===== src/rtl/xy_lin_pkg.sv =====
package xy_lin_pkg;
  typedef enum logic [1:0] {
    REG_XY     = 2'd0,
    REG_XY_ALT = 2'd1,
    REG_LIN    = 2'd2,
    REG_NONE   = 2'd3
  } reg_sel_e;

  localparam int unsigned Y_LSB = 16;
endpackage


===== src/rtl/xy_coord_reg.sv =====
module xy_coord_reg
  import xy_lin_pkg::*;
#(
  parameter int unsigned CW = 11
) (
  input  logic          clk_i,
  input  logic          rst_ni,
  input  logic          wr_i,
  input  logic [3:0]    be_i,
  input  logic [31:0]   data_i,
  output logic [31:0]   q_o,
  output logic [CW-1:0] x_nxt_o,
  output logic [CW-1:0] y_nxt_o
);
  localparam logic [31:0] FMASK = (32'((64'd1 << CW) - 1)) |
                                  (32'((64'd1 << CW) - 1) << Y_LSB);

  logic [31:0] q, d;

  for (genvar b = 0; b < 4; b++) begin : g_lane
    assign d[8*b +: 8] = (wr_i && be_i[b]) ? (data_i[8*b +: 8] & FMASK[8*b +: 8])
                                           : q[8*b +: 8];
  end

  always_ff @(posedge clk_i or negedge rst_ni) begin
    if (!rst_ni) q <= '0;
    else         q <= d;
  end

  assign q_o     = q;
  assign x_nxt_o = d[CW-1:0];
  assign y_nxt_o = d[Y_LSB +: CW];

  a_r3_reserved_zero: assert property (@(posedge clk_i) disable iff (!rst_ni)
    (q & ~FMASK) == 32'd0);
  a_r2_hold_no_write: assert property (@(posedge clk_i) disable iff (!rst_ni)
    !wr_i |=> $stable(q_o));
endmodule


===== src/rtl/xy_lin_mul.sv =====
module xy_lin_mul #(
  parameter int unsigned CW = 11,
  parameter int unsigned PW = 16,
  parameter int unsigned AW = 32
) (
  input  logic          clk_i,
  input  logic          rst_ni,
  input  logic          start_i,
  input  logic [CW-1:0] y_i,
  input  logic [PW-1:0] pitch_i,
  output logic [AW-1:0] prod_o,
  output logic          busy_o,
  output logic          valid_o
);
  localparam int unsigned CNTW = $clog2(CW + 1);

  logic [AW-1:0]   acc, pcur;
  logic [CW-1:0]   ysh;
  logic [CNTW-1:0] cnt;
  logic            busy, valid;

  always_ff @(posedge clk_i or negedge rst_ni) begin
    if (!rst_ni) begin
      acc <= '0; pcur <= '0; ysh <= '0; cnt <= '0; busy <= 1'b0; valid <= 1'b0;
    end else if (start_i) begin
      acc   <= '0;
      pcur  <= AW'(pitch_i);
      ysh   <= y_i;
      cnt   <= '0;
      busy  <= 1'b1;
      valid <= 1'b0;
    end else begin
      valid <= 1'b0;
      if (busy) begin
        if (ysh[0]) acc <= acc + pcur;
        ysh  <= ysh >> 1;
        pcur <= pcur << 1;
        cnt  <= cnt + 1'b1;
        if (cnt == CNTW'(CW - 1)) begin
          busy  <= 1'b0;
          valid <= 1'b1;
        end
      end
    end
  end

  assign prod_o  = acc;
  assign busy_o  = busy;
  assign valid_o = valid;

  a_r9_mul_progress: assert property (@(posedge clk_i) disable iff (!rst_ni)
    busy_o |=> (busy_o || valid_o));
  a_r7_valid_not_busy: assert property (@(posedge clk_i) disable iff (!rst_ni)
    valid_o |-> !busy_o);
endmodule


===== src/rtl/xy_lin_conv.sv =====
module xy_lin_conv
  import xy_lin_pkg::*;
#(
  parameter int unsigned AW = 32,
  parameter int unsigned CW = 11,
  parameter int unsigned PW = 16
) (
  input  logic          clk_i,
  input  logic          rst_ni,
  input  logic          wr_en_i,
  input  logic [1:0]    wr_addr_i,
  input  logic [3:0]    wr_be_i,
  input  logic [31:0]   wr_data_i,
  input  logic [AW-1:0] base_i,
  input  logic [PW-1:0] pitch_i,
  input  logic [1:0]    bpp_sel_i,
  output logic [31:0]   xy_o,
  output logic [AW-1:0] lin_o,
  output logic          busy_o,
  output logic          done_o
);
  localparam int unsigned BW = AW / 8;

  reg_sel_e      sel;
  logic          xy_wr, lin_wr, trig, commit;
  logic [CW-1:0] x_nxt, y_nxt, x_snap;
  logic [AW-1:0] prod, result, lin_q;
  logic          mul_busy, mul_valid, busy_q, done_q;

  assign sel    = reg_sel_e'(wr_addr_i);
  assign xy_wr  = wr_en_i && (sel == REG_XY || sel == REG_XY_ALT);
  assign lin_wr = wr_en_i && (sel == REG_LIN);
  assign trig   = xy_wr && wr_be_i[3];
  // a fresh trigger wins over a finishing conversion
  assign commit = mul_valid && !trig;

  xy_coord_reg #(.CW(CW)) u_coord (
    .clk_i   (clk_i),
    .rst_ni  (rst_ni),
    .wr_i    (xy_wr),
    .be_i    (wr_be_i),
    .data_i  (wr_data_i),
    .q_o     (xy_o),
    .x_nxt_o (x_nxt),
    .y_nxt_o (y_nxt)
  );

  xy_lin_mul #(.CW(CW), .PW(PW), .AW(AW)) u_mul (
    .clk_i   (clk_i),
    .rst_ni  (rst_ni),
    .start_i (trig),
    .y_i     (y_nxt),
    .pitch_i (pitch_i),
    .prod_o  (prod),
    .busy_o  (mul_busy),
    .valid_o (mul_valid)
  );

  assign result = base_i + prod + (AW'(x_snap) << bpp_sel_i);

  always_ff @(posedge clk_i or negedge rst_ni) begin
    if (!rst_ni) begin
      x_snap <= '0; busy_q <= 1'b0; done_q <= 1'b0;
    end else begin
      if (trig) x_snap <= x_nxt;
      if (trig)        busy_q <= 1'b1;
      else if (commit) busy_q <= 1'b0;
      done_q <= commit;
    end
  end

  for (genvar b = 0; b < BW; b++) begin : g_lin
    always_ff @(posedge clk_i or negedge rst_ni) begin
      if (!rst_ni)                    lin_q[8*b +: 8] <= '0;
      else if (commit)                lin_q[8*b +: 8] <= result[8*b +: 8];
      else if (lin_wr && wr_be_i[b])  lin_q[8*b +: 8] <= wr_data_i[8*b +: 8];
    end
  end

  assign lin_o  = lin_q;
  assign busy_o = busy_q;
  assign done_o = done_q;

  a_r5_busy_on_trigger: assert property (@(posedge clk_i) disable iff (!rst_ni)
    trig |=> busy_o);
  a_r7_done_single: assert property (@(posedge clk_i) disable iff (!rst_ni)
    done_o |=> !done_o);
  a_r7_done_ends_busy: assert property (@(posedge clk_i) disable iff (!rst_ni)
    done_o |-> (!busy_o && $past(busy_o)));
  a_r8_lin_source: assert property (@(posedge clk_i) disable iff (!rst_ni)
    !(wr_en_i && wr_addr_i == 2'd2) |=> ($stable(lin_o) || done_o));
  a_r7_mul_within_busy: assert property (@(posedge clk_i) disable iff (!rst_ni)
    mul_busy |-> busy_o);
endmodule


===== config.mk =====
export PLATFORM = sky130hd
export DESIGN_NAME = xy_lin_conv
export DESIGN_NICKNAME = d
export VERILOG_FILES = /design/src/rtl/xy_lin_pkg.sv /design/src/rtl/xy_coord_reg.sv /design/src/rtl/xy_lin_mul.sv /design/src/rtl/xy_lin_conv.sv
export SDC_FILE = /design/constraint.sdc
export NUM_CORES = 1
export LEC_CHECK = 0
export ABC_AREA = 1
export ABC_CLOCK_PERIOD_IN_PS = 6350
export CAP_MARGIN = 20
export CORE_MARGIN = 3
export CORE_UTILIZATION = 55
export CTS_CLUSTER_DIAMETER = 100
export DETAILED_ROUTE_END_ITERATION = 12
export DONT_BUFFER_PORTS = 1
export PLACE_DENSITY = 0.7
export SLEW_MARGIN = 5
export SYNTH_ARGS = -nofsm -noshare
export SYNTH_HDL_FRONTEND = slang
export SYNTH_SLANG_ARGS = --single-unit

===== constraint.sdc =====
create_clock -name clk_i -period 6.35 [get_ports clk_i]
set_input_delay 1.27 -clock clk_i [delete_from_list [all_inputs] [get_ports clk_i]]
set_output_delay 1.27 -clock clk_i [all_outputs]
set_load 0.02 [all_outputs]

; Yosys cells after proc, flatten, opt, wreduce, memory -nomap -nowiden
; Cells that the tools add are included.
[word_totals]
inputBits = 91
register_bits = 148
out_inout_bits = 66
[op_classes]
n_mux = 29
addsub = 4
n_eq_ne = 3
n_shift = 1
reduce_logical = 22
[op_table]
columns = op, count
row1 = $mux 32, 5
row2 = $add 32x32->32, 3
row3 = $mux 8, 10
row4 = $shl 11x2->32, 1
row5 = $mux 11, 2
row6 = $reduce_bool 2->1, 7
row7 = $logic_and 1x1->1, 11
row8 = $mux 1, 8
row9 = $mux 4, 2
row10 = $mux 3, 2
row11 = $add 4x1->4 const B, 1
row12 = $eq 4x4->1 const B, 1
row13 = $eq 2x1->1 const B, 1
row14 = $eq 2x2->1 const B, 1
row15 = $logic_not 2->1, 1
row16 = $reduce_and 2->1, 1
row17 = $logic_not 1->1, 1
row18 = $logic_or 1x1->1, 1

; Longest topological paths before layout
; Gate-level depths: netlist of the first run.
[depth]
depth_word = 8
mapped_depth = 18
mapped_depth_nobuf = 18

; Cells and area by module
; Synthesis of the first run repeated with hierarchy kept, for this count alone.
[hier_totals]
hier_cells = 1737
hier_area_um2 = 11543.6
[by_module_without_submodules]
columns = mod, cells_per_inst, area_per_inst_um2, n_inst, seq_area_each_um2
row1 = xy_lin_mul, 833, 5561.6, 1, 2026.9
row2 = xy_lin_conv, 796, 5013.6, 1, 1126.1
row3 = xy_coord_reg, 108, 968.4, 1, 550.5

; Worst setup path after synthesis of the first run
; OpenSTA, ideal clock, no wires.
[synth_path]
kind = input to register
from = in bpp_sel_i[0]
to = reg lin_q[17], in the netlist lin_o[17]
arrival_time_ns = 3.594
t_required_ns = 6.232
setup_time_ns = 0.118
slack_ns = 2.638
cell_stages = 18
cell_sequence = clkbuf_1 > nand2_1 > o21ai_0 > nor2_1 > fa_1 > ha_1 > inv_1 > fa_1 > inv_1 > nand3_1 > nand3_1 > nand2_1 > a21oi_1 > nor2_1 > nand2_1 > nand2_1 > o21bai_1 > inv_1
[synth_between]
elab_chain_cells = 3
[synth_rtl]
columns = item, line_no
row1 = "start, declared", xy_lin_conv.sv:16  ; input logic [1:0] bpp_sel_i,
row2 = $shl 11x2->32, xy_lin_conv.sv:59  ; assign result = base_i + prod + (AW'(x_snap) << bpp_sel_i);
row3 = $add 32x32->32, xy_lin_conv.sv:59
row4 = $mux 8, xy_lin_conv.sv:75  ; else if (commit) lin_q[8*b +: 8] <= result[8*b +: 8];
row5 = "end signal, assigned by index", xy_lin_conv.sv:75
row6 = "end signal, assigned by index", xy_lin_conv.sv:76  ; else if (lin_wr && wr_be_i[b]) lin_q[8*b +: 8] <= wr_data_i[8*b +: 8];
row7 = "end, declared", xy_lin_conv.sv:27  ; logic [AW-1:0] prod, result, lin_q;
; No other way between the ends.
; A chain may end at the register's enable or synchronous reset.

; Worst setup path in the final report of the first run
[layout_path]
from = in bpp_sel_i[0]
to = reg lin_q[9], in the netlist lin_o[9]
; The elaborated chain is that of the path after synthesis.

==> impl_metrics.json, run 1 <==
{
  "status": "complete, no violations",
  "wl_met2_um": 15200,
  "hold_class": "reg2reg",
  "ctsHoldBuffers": 0,
  "ys_seq_area_frac": 0.331,
  "critPathKind": "in2reg",
  "grt_usage": 0.295,
  "hold_viol_final": 0,
  "final_layout_size_suffix_gt1_frac": 0.0432,
  "rrSetupSlack_ps": 3320,
  "synth-seq-cells": 148,
  "yosys-mux-area-fraction": 0.0114,
  "path_cells": "o21ai_0 -> nor2_1 -> fa_1 -> ha_1 -> inv_1 -> fa_1 -> inv_1 -> nand3_1 -> nand3_1 -> nand2_1 -> nand2_1 -> nor2_1 -> nor3b_1 -> o22ai_1 -> inv_1",
  "path_clk_slew_ps": 70,
  "holdPathEnd": "u_mul.ysh[8]",
  "irDropWorstVdd_v": 0.000219,
  "hold_path.startpoint": "u_mul.ysh[8]",
  "reg2reg_to": "lin_o[9]",
  "clkLatencyLatePin_ps": 440,
  "cp-end-kind": "register",
  "start_util": 0.567,
  "yosysTopAreaCell": "dfrtp_1",
  "fin_crit_ps": 3420,
  "gp_congestion": 0.914,
  "yosys.area_share.xor_xnor": 0.00939,
  "synth.avg_cell_area_um2": 6.99,
  "overflow": 0,
  "cpMaxStageDelayCell": "fa_1",
  "rows": 51,
  "critical_path.max_fanout": 22,
  "synth_top_family_by_area": "simple AND/OR/NAND/NOR gates",
  "p_per_area_nw_per_um2": 462,
  "reg2reg_from": "x_snap[0]",
  "port_buffers": 0,
  "final_common_cell": "nand2_1",
  "dpl_cell_area_um2": 11300,
  "drc": 0,
  "leakage_uw": 0.00635,
  "post_cts_buffers": 0,
  "wl_met3_um": 1970,
  "synth_compound_area_frac": 0.140,
  "finClkSkew_ps": 11.6,
  "first_iter_violations": 714,
  "synthToLayoutAreaGrowth_pct": 6.16,
  "slowest_delay_ps": 490,
  "m1WireLength_um": 14400,
  "total_power_uw": 5490,
  "cts_tree": "built",
  "nNetsFinal": 1771,
  "num_vias": 10300,
  "post_synth_num_cell_types": 48,
  "fin_setup_tns_ps": 0,
  "syn-cell-area_um2": 11200,
  "start_kind": "input pin",
  "drv_cap": 0,
  "first_pass_iters": 5,
  "fmax_mhz": 292,
  "dp_slack_ps": 2500,
  "yosysWarnings": 0,
  "clock-sinks": 148,
  "cts-root-buf": "clkbuf_16",
  "grt_pass1_wl_um": 51100,
  "clock_path_buffers": 2,
  "die_w_um": 149,
  "layout_common_cells": "nand2_1 (504), inv_1 (215), dfrtp_1 (148), nor2_1 (129)",
  "synthTopCellsByArea": "dfrtp_1 (33%), nand2_1 (17%), ha_1 (8.9%)",
  "core_area_um2": 19700,
  "maxSlewHeadroom": 0.326,
  "min_period_over_period": 0.539,
  "worstMarginPinSlew_ps": 1010,
  "yosys.area_share.adder": 0.118,
  "chipHeight_um": 149,
  "grt_max_degree": 149,
  "critPathRequiredTime_ps": 6730,
  "setup_viol": 0,
  "synthSimpleGateAreaFrac": 0.292,
  "routed_wl_um": 32100,
  "postSynthCellCount": 1600,
  "final_area_um2": 11900,
  "top_layer": "met4",
  "io_pins": 157,
  "worstRegToRegCells": 17,
  "viasPerCell": 5.51,
  "cts_made_buffers": 17,
  "antenna_found_initial": 2,
  "worst_slack_ps": 2930,
  "yosys.area.top_type_share": 0.331,
  "critPathArrivalTime_ps": 3810,
  "dp_hpwl_um": 25100,
  "dieArea_um2": 22100,
  "whs_path_depth": 2,
  "ant_nets": 0,
  "num-fill-cells": 1887,
  "rsz0062_at_grt": "no",
  "htree_levels": 4,
  "wl_per_cell_um": 17.2,
  "crit_path_frequent_cell": "inv_1",
  "drv_slew": 0,
  "post-route-util": 0.602,
  "cts_resized": 0,
  "grt_pass1_vias": 9793
}
==> registers in the layout (all words and copies together), names as in the netlist <==
| register | cells |
|---|---|
| u_mul.prod_o | 32 |
| u_mul.ysh | 11 |
| done_o | 1 |
| u_mul.cnt | 4 |
| u_mul.valid_o | 1 |
| x_snap | 11 |
| lin_o | 32 |
| busy_o | 1 |
| u_mul.busy_o | 1 |
| u_mul.pcur | 32 |
| u_coord.q_o | 22 |
==> synth_stat cells, drive strengths merged <==
cell type,n
a21boi,19
a21o,2
a21oi,101
a22o,1
a31oi,2
and2,2
and3,1
buf,34
clkbuf,12
conb,1
dfrtp,148
fa,16
ha,80
inv,220
mux2,6
mux2i,6
nand2,513
nand3,109
nand3b,6
nand4,7
nor2,133
nor3,11
nor3b,4
o211ai,10
o21a,2
o21ai,109
o21bai,9
o22ai,10
o311ai,10
o31ai,2
or2,2
xnor2,6
xor2,6
==> worst max-delay path, delay by kind of cell <==
| family | cells | cell delay [ps] |
|---|---|---|
| adders and majority gates | 3 | 1110 |
| and+or+nand+nor | 7 | 870 |
| AOI/OAI and AO/OA | 2 | 290 |
| buffers and inverters | 3 | 250 |
==> per-stage QoR <==
step	hold WS (ps)	std cells
floorplan	452	1609
global placement	471	1830
detailed placement	471	1830
CTS	489	1862
global route	497	1864
finish	486	1864
==> worst max-delay path by stage <==
stage | endpoint | cells past startpoint | from
6_report | lin_o[9] | 15 | bpp_sel_i[0]
5_1_grt | lin_o[29] | 15 | bpp_sel_i[0]
4_1_cts | lin_o[29] | 15 | bpp_sel_i[0]
3_5_place_dp | lin_o[29] | 15 | bpp_sel_i[0]
3_3_place_gp | lin_o[29] | 15 | bpp_sel_i[0]
2_1_floorplan | lin_o[17] | 18 | bpp_sel_i[0]
==> cell type report <==
type                    instances  area, um2  share of cell area
clock buffers                  18        439              0.0370
well taps                     265        332              0.0279
flip-flops and latches        148       3700               0.312
clock inverters                14        139              0.0117
repair buffers                  2       15.0             0.00126
inverters                     220        826              0.0695
multi-input cells            1195       6420               0.540
diodes                          2       5.00            0.000421
==> power breakdown <==
group / internal, uW / switching, uW
Sequential: 1280 / 474
Combinational: 930 / 1780
Clock: 534 / 484
==> kinds of logic after synthesis <==
family	count (synthesis)
compound gates	277
xor+xnor	12
fa+ha+maj	96
buf+inv	266
flops	148
mux	12
other cells	1
simple gates	788
==> layer usage <==
| layer | GRT usage | vias to the layer above |
|---|---|---|
| li1 | - | 5128 |
| met2 | 0.486 | 302 |
| met1 | 0.397 | 4795 |
| met5 | 0 | - |
| met3 | 0.0619 | 38 |
| met4 | 0.0818 | 0 |
Note: power is estimated with default switching activity, not from simulation.
==> inputs of run 2 (changes only) <==
- ABC_CLOCK_PERIOD_IN_PS: 6350 -> 2990
- PLACE_DENSITY: 0.7 -> 0.73
- clock period: 6.35 -> 2.99 ns (I/O delays scaled with it)
==> run 2 against run 1 <==
The flow now finishes with violations (negative hold slack). Worst hold slack lost 640 ps. Sequential power up 110%. First-iteration DRC count shrank 3.9%. Total power increased by 120%. Setup slack lost 2700 ps. Non-clock buffer count increased by 28. Die area did not move. Utilization grew 1.6 points. Critical path depth grew 3. Global-route usage up 0.20 points. Combinational power is 130% higher. Sequential cell count stayed put. Critical path type is now reg2reg. Largest cell class unchanged.
==> impl_metrics.json, run 2 (synthesis gave the netlist of run 1 again) <==
{
  "status": "finished, violations left",
  "violations": "negative hold slack",
  "rsz0062_at_grt": "no",
  "core_area_um2": 19700,
  "seqPwrFrac": 0.309,
  "fmax_mhz": 358,
  "hold_viol_final": 148,
  "first_iter_violations": 686,
  "rows": 51,
  "power_switching_uw": 5980,
  "cts_made_buffers": 17,
  "dp_hpwl_um": 25700,
  "grt_pass1_vias": 9955,
  "grt_usage": 0.297,
  "drc": 0,
  "placed_cells_incl_taps": 1857,
  "power.internal_uw": 6180,
  "worstMarginPinSlew_ps": 668,
  "num_vias": 10400,
  "finClkSkew_ps": 11.5,
  "ant_nets": 0,
  "hold_slack_ps": -155,
  "fin_setup_tns_ps": 0,
  "critical_path.max_fanout": 3,
  "p_per_area_nw_per_um2": 997,
  "cp-end-kind": "register",
  "synthToLayoutAreaGrowth_pct": 9.01,
  "drv_slew": 0,
  "wl_per_cell_um": 17.4,
  "grt_pass1_wl_um": 51600,
  "stdcell_count": 1890,
  "p_clk_frac": 0.173,
  "gp_congestion": 0.922,
  "maxSlewHeadroom": 0.554,
  "port_buffers": 0,
  "io_pins": 157,
  "layout_common_cells": "nand2_1 (499), inv_1 (214), dfrtp_1 (148), nor2_1 (127), nand3_1 (99)",
  "path_clk_slew_ps": 70,
  "htree_levels": 4,
  "cts_tree": "built",
  "hold_class": "in2async",
  "viasPerCell": 5.52,
  "cts-root-buf": "clkbuf_16",
  "leakage_uw": 0.00648,
  "clkLatencyLatePin_ps": 440,
  "num-fill-cells": 1874,
  "nNetsFinal": 1799,
  "grt_max_degree": 149,
  "start_kind": "register",
  "antennaDiodeCount": 0,
  "final_common_cell": "nand2_1",
  "drv_cap": 0,
  "p_sw_frac": 0.492,
  "chipHeight_um": 149,
  "clock_path_buffers": 2,
  "fin_crit_ps": 2800,
  "p_comb_frac": 0.518,
  "critPathArrivalTime_ps": 3130,
  "irDropWorstVdd_v": 0.000482,
  "clock-sinks": 148,
  "routed_wl_um": 32800,
  "worstRegToRegCells": 18,
  "overflow": 0,
  "critPathKind": "reg2reg",
  "min_period_over_period": 0.935,
  "dieArea_um2": 22100,
  "antenna_found_initial": 0,
  "final_layout_size_suffix_gt1_frac": 0.0738,
  "die_w_um": 149,
  "critPathRequiredTime_ps": 3320,
  "total_power_uw": 12200,
  "first_pass_iters": 5,
  "start_util": 0.567,
  "setup_viol": 0
}
==> run 2: cell types whose count changed in the layout (fill, tap and decap cells not counted), sizes merged <==
cell / before / now
buf: 2 / 30
clkbuf: 18 / 19
clkinv: 4 / 2
clkinvlp: 0 / 4
diode: 2 / 0
inv: 230 / 227
==> run 2: power groups by stage <==
stage          registers [uW]  clock network, uW  logic [uW]
6_report                 3760               2100        6290
5_1_grt                  3840               2190        7140
4_1_cts                  3750               2120        5990
3_5_place_dp             3790                  0        5950
3_3_place_gp             3770                  0        5830
2_1_floorplan            3490                  0        4470
==> run 2: area by class of cell <==
cell class	count	area (um2)	area share
multi-input cells	1195	6540	0.536
flip-flops and latches	148	3700	0.304
inverters	220	826	0.0677
clock buffers	19	443	0.0363
well taps	265	332	0.0272
repair buffers	30	238	0.0195
clock inverters	13	114	0.00934
==> run 2: worst max-delay path, stage by stage (launching register included) <==
cell and delay [ps]:
dfrtp_1 390, inv_1 80, nand2_1 40, o21ai_0 110
nor2_1 90, fa_1 490, ha_1 170, inv_1 60
fa_2 350, inv_2 80, nand3_1 90, nand3_2 120
nand2_2 80, nand2_2 80, nand2_1 50, nor3b_1 130
buf_4 140, o22ai_1 100, inv_1 60
==> run 2: metrics by stage <==
step / util / cell area [um2] / setup slack [ps] / hold WS [ps]
detailed placement: 0.584 / 11500 / -123 / 306
floorplan: - / 11200 / 25.8 / 302
CTS: 0.612 / 12100 / 72.1 / -165
global placement: 0.584 / 11500 / -93.4 / 306
global route: 0.619 / 12200 / 7.89 / -171
finish: 0.619 / 12200 / 193 / -155
==> run 2: per-layer routing <==
metal	wire length (um)	track usage	up-vias
met5	0	0	-
met4	829	0.0905	0
met3	1940	0.0488	52
met2	15400	0.493	313
met1	14600	0.402	4888
li1	-	-	5179
==> run 2: what timing repair did <==
action | in CTS | in global routing
endpoints found under the hold margin | 148 | 148
endpoints found under the setup margin | 0 | 24
resized for setup | 0 | 32
setup buffers | 0 | 1
==> run 2: path summary, 6_finish.rpt <==
path / from / to / slack [ps]
worst max-delay path: x_snap[0] / lin_o[9] / 190
worst min-delay path: rst_ni / lin_o[2] / -150
worst max register to register: x_snap[0] / lin_o[9] / 190
worst min register to register: u_mul.ysh[8] / u_mul.ysh[8] / 510
max in group asynchronous: rst_ni / u_mul.prod_o[18] / 2900
min in group clk_i: wr_data_i[25] / u_coord.q_o[25] / 290
